===== src/rtl/idiv_pkg.sv =====
package idiv_pkg;

  typedef enum logic [1:0] {
    ST_IDLE  = 2'd0,
    ST_SETUP = 2'd1,
    ST_ITER  = 2'd2,
    ST_FIX   = 2'd3
  } idiv_state_e;

endpackage


===== src/rtl/idiv_lzc.sv =====
module idiv_lzc #(
  parameter int W  = 32,
  localparam int CW = $clog2(W) + 1
) (
  input  logic [W-1:0]  val,
  output logic [CW-1:0] zeros
);
  // Scan upward so that the highest set bit decides the count.
  always_comb begin
    zeros = CW'(W);
    for (int i = 0; i < W; i++) begin
      if (val[i]) zeros = CW'(W - 1 - i);
    end
  end
endmodule


===== src/rtl/idiv_step.sv =====
module idiv_step #(
  parameter int W = 32
) (
  input  logic [W-1:0] part_in,
  input  logic         next_bit,
  input  logic [W-1:0] den,
  output logic [W-1:0] part_out,
  output logic         q_bit
);
  logic [W:0] shifted;
  logic [W:0] trial;

  always_comb begin
    shifted  = {part_in, next_bit};
    trial    = shifted - {1'b0, den};
    q_bit    = (shifted >= {1'b0, den});
    part_out = q_bit ? trial[W-1:0] : shifted[W-1:0];
  end
endmodule


===== src/rtl/idiv_top.sv =====
module idiv_top #(
  parameter int W = 32
) (
  input  logic         clk,
  input  logic         rst,
  input  logic         start,
  input  logic         is_signed,
  input  logic [W-1:0] dividend,
  input  logic [W-1:0] divisor,
  output logic         busy,
  output logic         done,
  output logic [W-1:0] quotient,
  output logic [W-1:0] remainder
);
  import idiv_pkg::*;

  localparam int CW = $clog2(W) + 1;

  idiv_state_e  st;
  logic [W-1:0] num_raw;
  logic [W-1:0] num_mag;
  logic [W-1:0] den_mag;
  logic         den_zero;
  logic         flip_q;
  logic         flip_r;
  logic [W-1:0] shreg;
  logic [W-1:0] part;
  logic [CW-1:0] steps_left;

  logic [CW-1:0] lead;
  logic [W-1:0]  part_nx;
  logic          qb;

  idiv_lzc #(.W(W)) u_lzc (
    .val   (num_mag),
    .zeros (lead)
  );

  idiv_step #(.W(W)) u_step (
    .part_in  (part),
    .next_bit (shreg[W-1]),
    .den      (den_mag),
    .part_out (part_nx),
    .q_bit    (qb)
  );

  always_ff @(posedge clk) begin
    if (rst) begin
      st         <= ST_IDLE;
      busy       <= 1'b0;
      done       <= 1'b0;
      quotient   <= '0;
      remainder  <= '0;
      num_raw    <= '0;
      num_mag    <= '0;
      den_mag    <= '0;
      den_zero   <= 1'b0;
      flip_q     <= 1'b0;
      flip_r     <= 1'b0;
      shreg      <= '0;
      part       <= '0;
      steps_left <= '0;
    end else begin
      done <= 1'b0;
      unique case (st)
        ST_IDLE: begin
          if (start) begin
            num_raw  <= dividend;
            num_mag  <= (is_signed && dividend[W-1]) ? (~dividend + 1'b1) : dividend;
            den_mag  <= (is_signed && divisor[W-1])  ? (~divisor + 1'b1)  : divisor;
            den_zero <= (divisor == '0);
            flip_q   <= is_signed && (dividend[W-1] ^ divisor[W-1]);
            flip_r   <= is_signed && dividend[W-1];
            busy     <= 1'b1;
            st       <= ST_SETUP;
          end
        end
        ST_SETUP: begin
          // Normalise the dividend so only its significant bits are iterated.
          shreg      <= num_mag << lead;
          part       <= '0;
          steps_left <= CW'(W) - lead;
          st         <= (lead == CW'(W)) ? ST_FIX : ST_ITER;
        end
        ST_ITER: begin
          part       <= part_nx;
          shreg      <= {shreg[W-2:0], qb};
          steps_left <= steps_left - 1'b1;
          if (steps_left == CW'(1)) st <= ST_FIX;
        end
        ST_FIX: begin
          if (den_zero) begin
            quotient  <= '1;
            remainder <= num_raw;
          end else begin
            quotient  <= flip_q ? (~shreg + 1'b1) : shreg;
            remainder <= flip_r ? (~part + 1'b1) : part;
          end
          done <= 1'b1;
          busy <= 1'b0;
          st   <= ST_IDLE;
        end
        default: st <= ST_IDLE;
      endcase
    end
  end
endmodule


===== config.mk =====
export PLATFORM = sky130hd
export DESIGN_NAME = idiv_top
export DESIGN_NICKNAME = d
export VERILOG_FILES = /design/src/rtl/idiv_pkg.sv /design/src/rtl/idiv_lzc.sv /design/src/rtl/idiv_step.sv /design/src/rtl/idiv_top.sv
export SDC_FILE = /design/constraint.sdc
export NUM_CORES = 1
export LEC_CHECK = 0
export BUFFER_PORTS_ARGS = -buffer_cell sky130_fd_sc_hd__buf_2
export CORE_ASPECT_RATIO = 0.6
export CORE_MARGIN = 5
export CORE_UTILIZATION = 40
export CTS_CLUSTER_SIZE = 20
export DETAILED_ROUTE_END_ITERATION = 8
export PLACE_DENSITY = 0.61
export SETUP_SLACK_MARGIN = 0.1
export SYNTH_ARGS = -nofsm -noshare
export SYNTH_HDL_FRONTEND = slang
export SYNTH_SLANG_ARGS = --single-unit

===== constraint.sdc =====
create_clock -name clk -period 6.05 [get_ports clk]
set_input_delay 0.605 -clock clk [delete_from_list [all_inputs] [get_ports clk]]
set_output_delay 0.605 -clock clk [all_outputs]
set_load 0.1 [all_outputs]

## After elaboration in Yosys (flattened, before gate mapping)

Cells that the tools add are included.

| storage, ports and cells | value |
|---|---|
| flip-flop bits (word level) | 237 |
| latch bits | 0 |
| RAM bits | 0 |
| memory bits (read-only) | 0 |
| input port bits | 68 |
| output and inout bits | 66 |
| word-level logic and storage cells | 94 |
| memories kept | 0 |

| operators by class | value |
|---|---|
| $add $sub $neg | 7 |
| $mul | 0 |
| divide/modulo/power cells | 0 |
| magnitude comparators | 1 |
| equal/unequal tests | 7 |
| shift-type cells | 1 |
| mux-type cells | 49 |
| bitwise gates (word level) | 5 |
| reductions and logical operators | 10 |

Operators by type and width:

| operator | count |
|---|---|
| 2-to-1 mux 32 bit | 7 |
| 2-to-1 mux 6 bit | 32 |
| adder 32 x 1 -> 32 bit (second input constant) | 4 |
| inverter 32 bit | 4 |
| case mux 32 bit (2 select lines) | 2 |
| greater-or-equal comparator 33 x 32 -> 1 bit | 1 |
| logical NOT 32 bit | 1 |
| << shifter 32 x 6 -> 32 bit | 1 |
| subtractor 32 bit | 1 |
| case mux 6 bit (2 select lines) | 1 |
| case mux 2 bit (4 select lines) | 1 |
| equality test 6 x 1 -> 1 bit (second input constant) | 1 |
| equality test 6 bit (second input constant) | 1 |
| AND reduction 2 bit | 3 |
| subtractor 6 x 1 -> 6 bit (second input constant) | 1 |
| subtractor 6 bit (first input constant) | 1 |
| equality test 2 bit (second input constant) | 2 |
| 2-to-1 mux 2 bit | 2 |
| inequality test 2 bit (second input constant) | 2 |
| nonzero test 2 bit | 2 |
| logical AND 1 bit | 3 |
| 2-to-1 mux 1 bit | 3 |
| equality test 2 x 1 -> 1 bit (second input constant) | 1 |
| logical NOT 2 bit | 1 |
| other kinds (2) | 2 |

## Depth between registers and ports, before layout

| logic depth | value |
|---|---|
| word-level depth | 35 |
| mapped depth | 15 |
| gate-level depth less buffers | 14 |

## Hierarchy

From an unflattened synthesis, not the netlist that was laid out.

| second synthesis, totals | value |
|---|---|
| cells, all modules | 2017 |
| area, all modules | 15920.3 um^2 |

By module, submodules not included:

| module | times used | cells each | area an instance (um^2) | seq. area each (um^2) |
|---|---|---|---|---|
| idiv_top | 1 | 1629 | 13221.4 | 4724.5 |
| idiv_step | 1 | 323 | 2331.0 | 0.0 |
| idiv_lzc | 1 | 65 | 367.9 | 0.0 |

## Worst setup path before layout

No wires, ideal clock.

| timing path | value |
|---|---|
| kind | register to register |
| from | register den_mag[1] |
| to | register shreg[0] |
| library setup time | 0.128 ns |
| data arrival time | 3.164 ns |
| data required time | 5.922 ns |
| setup slack | 2.758 ns |
| cell stages (with the launch flop) | 14 |
| path buffers | 2 |
| clock period less this slack | 3.292 ns |
| path through | dfxtp_1 > inv_1 > ha_1 > nor2b_1 > o31a_1 > nor4_1 > o211ai_1 > a2111oi_0 > nor2_1 > a221o_1 > buf_2 > clkbuf_1 > a31oi_1 > nor2_1 |

| on the way | value |
|---|---|
| word-level cells in the longest chain between the ends | 2 |

Ends and longest elaborated chain:

| what | RTL line | source |
|---|---|---|
| start: declaration | idiv_top.sv:22 | `logic [W-1:0] den_mag;` |
| start signal: assignment | idiv_top.sv:70 | `den_mag <= (is_signed && divisor[W-1]) ? (~divisor + 1'b1) : divisor;` |
| greater-or-equal comparator 33 x 32 -> 1 bit | idiv_step.sv:16 | `q_bit = (shifted >= {1'b0, den});` |
| case mux 32 bit (2 select lines) | idiv_top.sv:65 | `unique case (st)` |
| end signal: assignment | idiv_top.sv:80 | `shreg <= num_mag << lead;` |
| end signal: assignment | idiv_top.sv:87 | `shreg <= {shreg[W-2:0], qb};` |
| end: declaration | idiv_top.sv:26 | `logic [W-1:0] shreg;` |

Every way passes these cells.
A chain may end at the register's enable or synchronous reset.

## Worst setup path in the final report

| timing path | value |
|---|---|
| from | register den_mag[1] |
| to | register part[28] |

| on the way | value |
|---|---|
| word-level cells in the longest chain between the ends | 3 |
| elaborated cells between the ends (all ways) | 4 |
| those cells by class | add/sub (1); order compare (1); mux (2) |

Ends and longest elaborated chain:

| what | RTL line | source |
|---|---|---|
| subtractor 32 bit / greater-or-equal comparator 33 x 32 -> 1 bit (equally long branches) | idiv_step.sv:15, idiv_step.sv:16 |  |
| 2-to-1 mux 32 bit (*) | idiv_step.sv:17 | `part_out = q_bit ? trial[W-1:0] : shifted[W-1:0];` |
| case mux 32 bit (2 select lines) (*) | idiv_top.sv:65 |  |
| end signal: assignment | idiv_top.sv:86 | `part <= part_nx;` |
| end: declaration | idiv_top.sv:27 | `logic [W-1:0] part;` |

Every way passes the cells marked *; elsewhere a longest branch is shown, timed or not.

==> results by group <==
Cells and area
  • Finished Layout Cells: 2,548
  • FILL cells: 3,761
  • Antenna Cells: 0
  • Share of layout cells above drive strength 1: 11.7%
  • Multi-input logic area: 9570 µm²
  • FF/Latch Area: 4730 µm²
  • Syn-to-layout area delta: 12.3%
  • Nets: 2,128

STA
  • Actual slew at the worst max-slew pin: 1.14 ns
  • Fin crit share: 73.5%
  • Rel. slew slack: 23.3%
  • Final Critical Period: 4.44 ns
  • RSZ-0062 raised after global routing: no
  • Post-Route Skew: 0.0113 ns
  • Final setup fails: 0
  • Final Hold Fails: 0
  • Setup tns final: 0 ns
  • Fmax: 0.225 GHz
  • Max Transition Viols Final: 0

Synthesis
  • Top cell type's share of synthesized area: 31.5%
  • Async SR Flop Fraction: 0%
  • Syn Inst Count: 1,959
  • Main synth FF type: dfxtp_1
  • Post-Syn Area: 15,000 µm²
  • Share of the yosys chip area belonging to registers: 31.5%
  • YS warnings: 0
  • Synth top area cells: dfxtp_1, nand2_1, mux2i_1
  • Post-synth top area cell: dfxtp_1
  • Mapped Avg Cell Area: 7.66 µm²
  • Mapped Nets: 2,071
  • #FFs+latches synth: 236
  • Number of synthesized flops with an enable pin: 0
  • Synth cell types: 73

Hold path
  • Hold Path Origin: dividend[9]
  • Hold Crit Class: in -> reg

Worst setup path
  • FF-to-FF setup slack: 1.61 ns
  • CP Capture Type: register
  • Crit-path max cell delay: 0.89 ns
  • CP startpoint: den_mag[1]
  • Critical path type: reg -> reg
  • CP bufs+invs: 2
  • Critical Path AT: 4.92 ns
  • Reg2Reg Launch Point: den_mag[1]
  • CP most frequent cell: nor2_1
  • CP cell instances: inv_1 > ha_1 > nor2b_1 > o31a_1 > nor4_1 > o211ai_1 > a2111oi_0 > nor2_1 > a221o_1 > buf_4 > nor2_1 > a22oi_1 > o21ai_0
  • Critical Path Start Type: register
  • Slowest CP cell: a2111oi_0
  • Worst-path fanout max: 38
  • CP required: 6.52 ns
  • Top delay family on crit path: compound AO/OA/AOI/OAI gates

Die
  • Die width: 260 µm
  • Rows: 55
  • Die area: 41,600 µm²
  • Initial core utilization: 40.2%
  • Core box area: 37,400 µm²
  • Ports: 134
  • DIE HEIGHT: 160 µm

Placement
  • Detailed Place HPWL: 41.8 mm
  • Input/output buffers: 133
  • Placed instance count: 2,501
  • GP Congestion: 1.04

Pwr
  • Sequential power share: 27.2%
  • Sw frac: 48.0%
  • Sw Pwr: 3.96 mW
  • Leakage power: 6.57 nW
  • Pwr Density: 489 nW/µm²
  • VDD IR max: 0.225 mV
  • Int Pwr: 4.29 mW
  • Logic gate share of total power: 53.2%
  • Design Power: 8.25 mW
  • Clock power frac: 19.6%

Clock network
  • Setup bufs post-CTS: 0
  • H-tree Lvls: 1
  • CTS clk-pin slew, worst paths: 0.06 ns
  • Worst-case clock buffer depth: 3
  • CTS tree: yes
  • Post-CTS Hold Buffers: 0
  • CTS Buf Count: 26
  • Post_cts resized: 0
  • Root Driver: clkbuf_16
  • # clock sinks: 236
  • Worst skew pair latency: 0.56 ns

GRT
  • Total congestion overflow: 0
  • First-pass GRT wire length: 84.6 mm
  • Vias in the first global route: 13,800
  • Largest net degree at the start of global routing: 103
  • Number of antenna violations at the first check in global routing: 1
  • Gr usage total: 25.7%

Flow run
  • Max Cap Violations: 0

Route
  • DRT antenna net count: 0
  • Initial DRC count: 1,763
  • Via count: 15,200
  • Routed WL: 55.4 mm
  • Vias per Instance: 5.95
  • Wire per inst: 21.7 µm
  • Pre-antenna DRT Iters: 6
  • DRC errors left: 0

Outcome
  • Status: finished, final reports clean
## flip-flops by register name, summed over array words and instances (netlist names)
name	cells
shreg	32
part	32
steps_left	6
remainder	32
den_mag	32
st	2
done	1
num_mag	31
flip_q	1
num_raw	32
den_zero	1
busy	1
quotient	32
flip_r	1
## tightest hold or removal path, delay by kind of cell
| family | cells | cell delay (ns) |
|---|---|---|
| buffers and inverters | 1 | 0.13 |
| AOI/OAI and AO/OA | 1 | 0.05 |
| and+or+nand+nor | 1 | 0.06 |
## path summary, 6_finish.rpt
kind | endpoint | depth (start not counted)
worst max-delay path | part[28] | 13
worst min-delay path | num_raw[9] | 3
worst max register to register | part[28] | 13
worst min register to register | den_mag[31] | 2
## cells in the mapped netlist, drive strengths merged (15+ instances only)
| library cell | number |
|---|---|
| dfxtp | 236 |
| a21o | 15 |
| nand2 | 238 |
| a21oi | 135 |
| or3 | 27 |
| or4 | 16 |
| nor3 | 31 |
| ha | 43 |
| o21ai | 148 |
| o22ai | 53 |
| a211oi | 67 |
| nor2 | 230 |
| o31ai | 28 |
| clkbuf | 103 |
| xnor2 | 65 |
| nor4 | 16 |
| o41ai | 17 |
| xor2 | 77 |
| nor2b | 24 |
| a31oi | 21 |
| nand3 | 28 |
| buf | 20 |
| inv | 70 |
| mux2i | 89 |
| nand2b | 21 |
## layout make-up
cell class                 count  area share, %
sequential                   236           28.0
timing repair buffer         152           4.83
multi-input combinational   1529           56.7
clock buffer                  36           4.26
clock inverter                11          0.742
tap                          513           3.81
inverter                      71           1.58
## stage by stage
stage          setup WS (ns)  utilization, %  cell area, µm²  hold WS, ns
6_report                1.61            45.1           16900        0.330
5_1_grt                 1.38            45.1           16900        0.336
4_1_cts                 1.81            45.1           16900        0.316
3_5_place_dp            1.84            42.9           16000        0.447
3_3_place_gp            2.04            42.9           16000        0.445
2_1_floorplan           2.76               -           15000        0.432
## cells in the final DEF (no fill, tap or decap), drive strengths merged, types with 11 or more instances in the layout
master    n
nand2   238
dfxtp   236
nor2    230
buf     152
o21ai   148
a21oi   135
mux2i    89
xor2     77
inv      71
a211oi   67
xnor2    65
o22ai    53
ha       43
clkbuf   36
nor3     31
o31ai    28
nand3    28
or3      27
nor2b    24
a31oi    21
nand2b   21
o41ai    17
nor4     16
or4      16
a21o     15
a22oi    13
a311oi   11
## cell families (layout without fill, tap and decap cells)
group / Yosys count / count (layout) / share of synthesized area [%]
buf+inv: 194 / 270 / 4.99
mux: 103 / 103 / 7.36
flops: 236 / 236 / 31.5
xor+xnor: 142 / 142 / 8.28
compound gates: 573 / 573 / 24.0
simple gates: 667 / 667 / 20.1
fa+ha+maj: 44 / 44 / 3.72
## layer usage
metal | global-route usage (%) | vias to the layer above | share of wire, %
li1 | - | 7114 | -
met1 | 42.2 | 7319 | 50
met2 | 31.0 | 677 | 35
met4 | 3.77 | 2 | 1.4
met3 | 9.77 | 52 | 13
met5 | 0 | - | 0.013
## power groups by stage
stage	Combinational, mW	Clock, mW	Sequential [mW]
after floorplan	2.99	0	2.37
after global placement	4.23	0	2.25
after detailed placement	4.25	0	2.25
after CTS	4.27	1.64	2.22
after global routing	4.74	1.71	2.27
final	4.39	1.62	2.24
No activity file was read; power rests on OpenSTA's default activity.
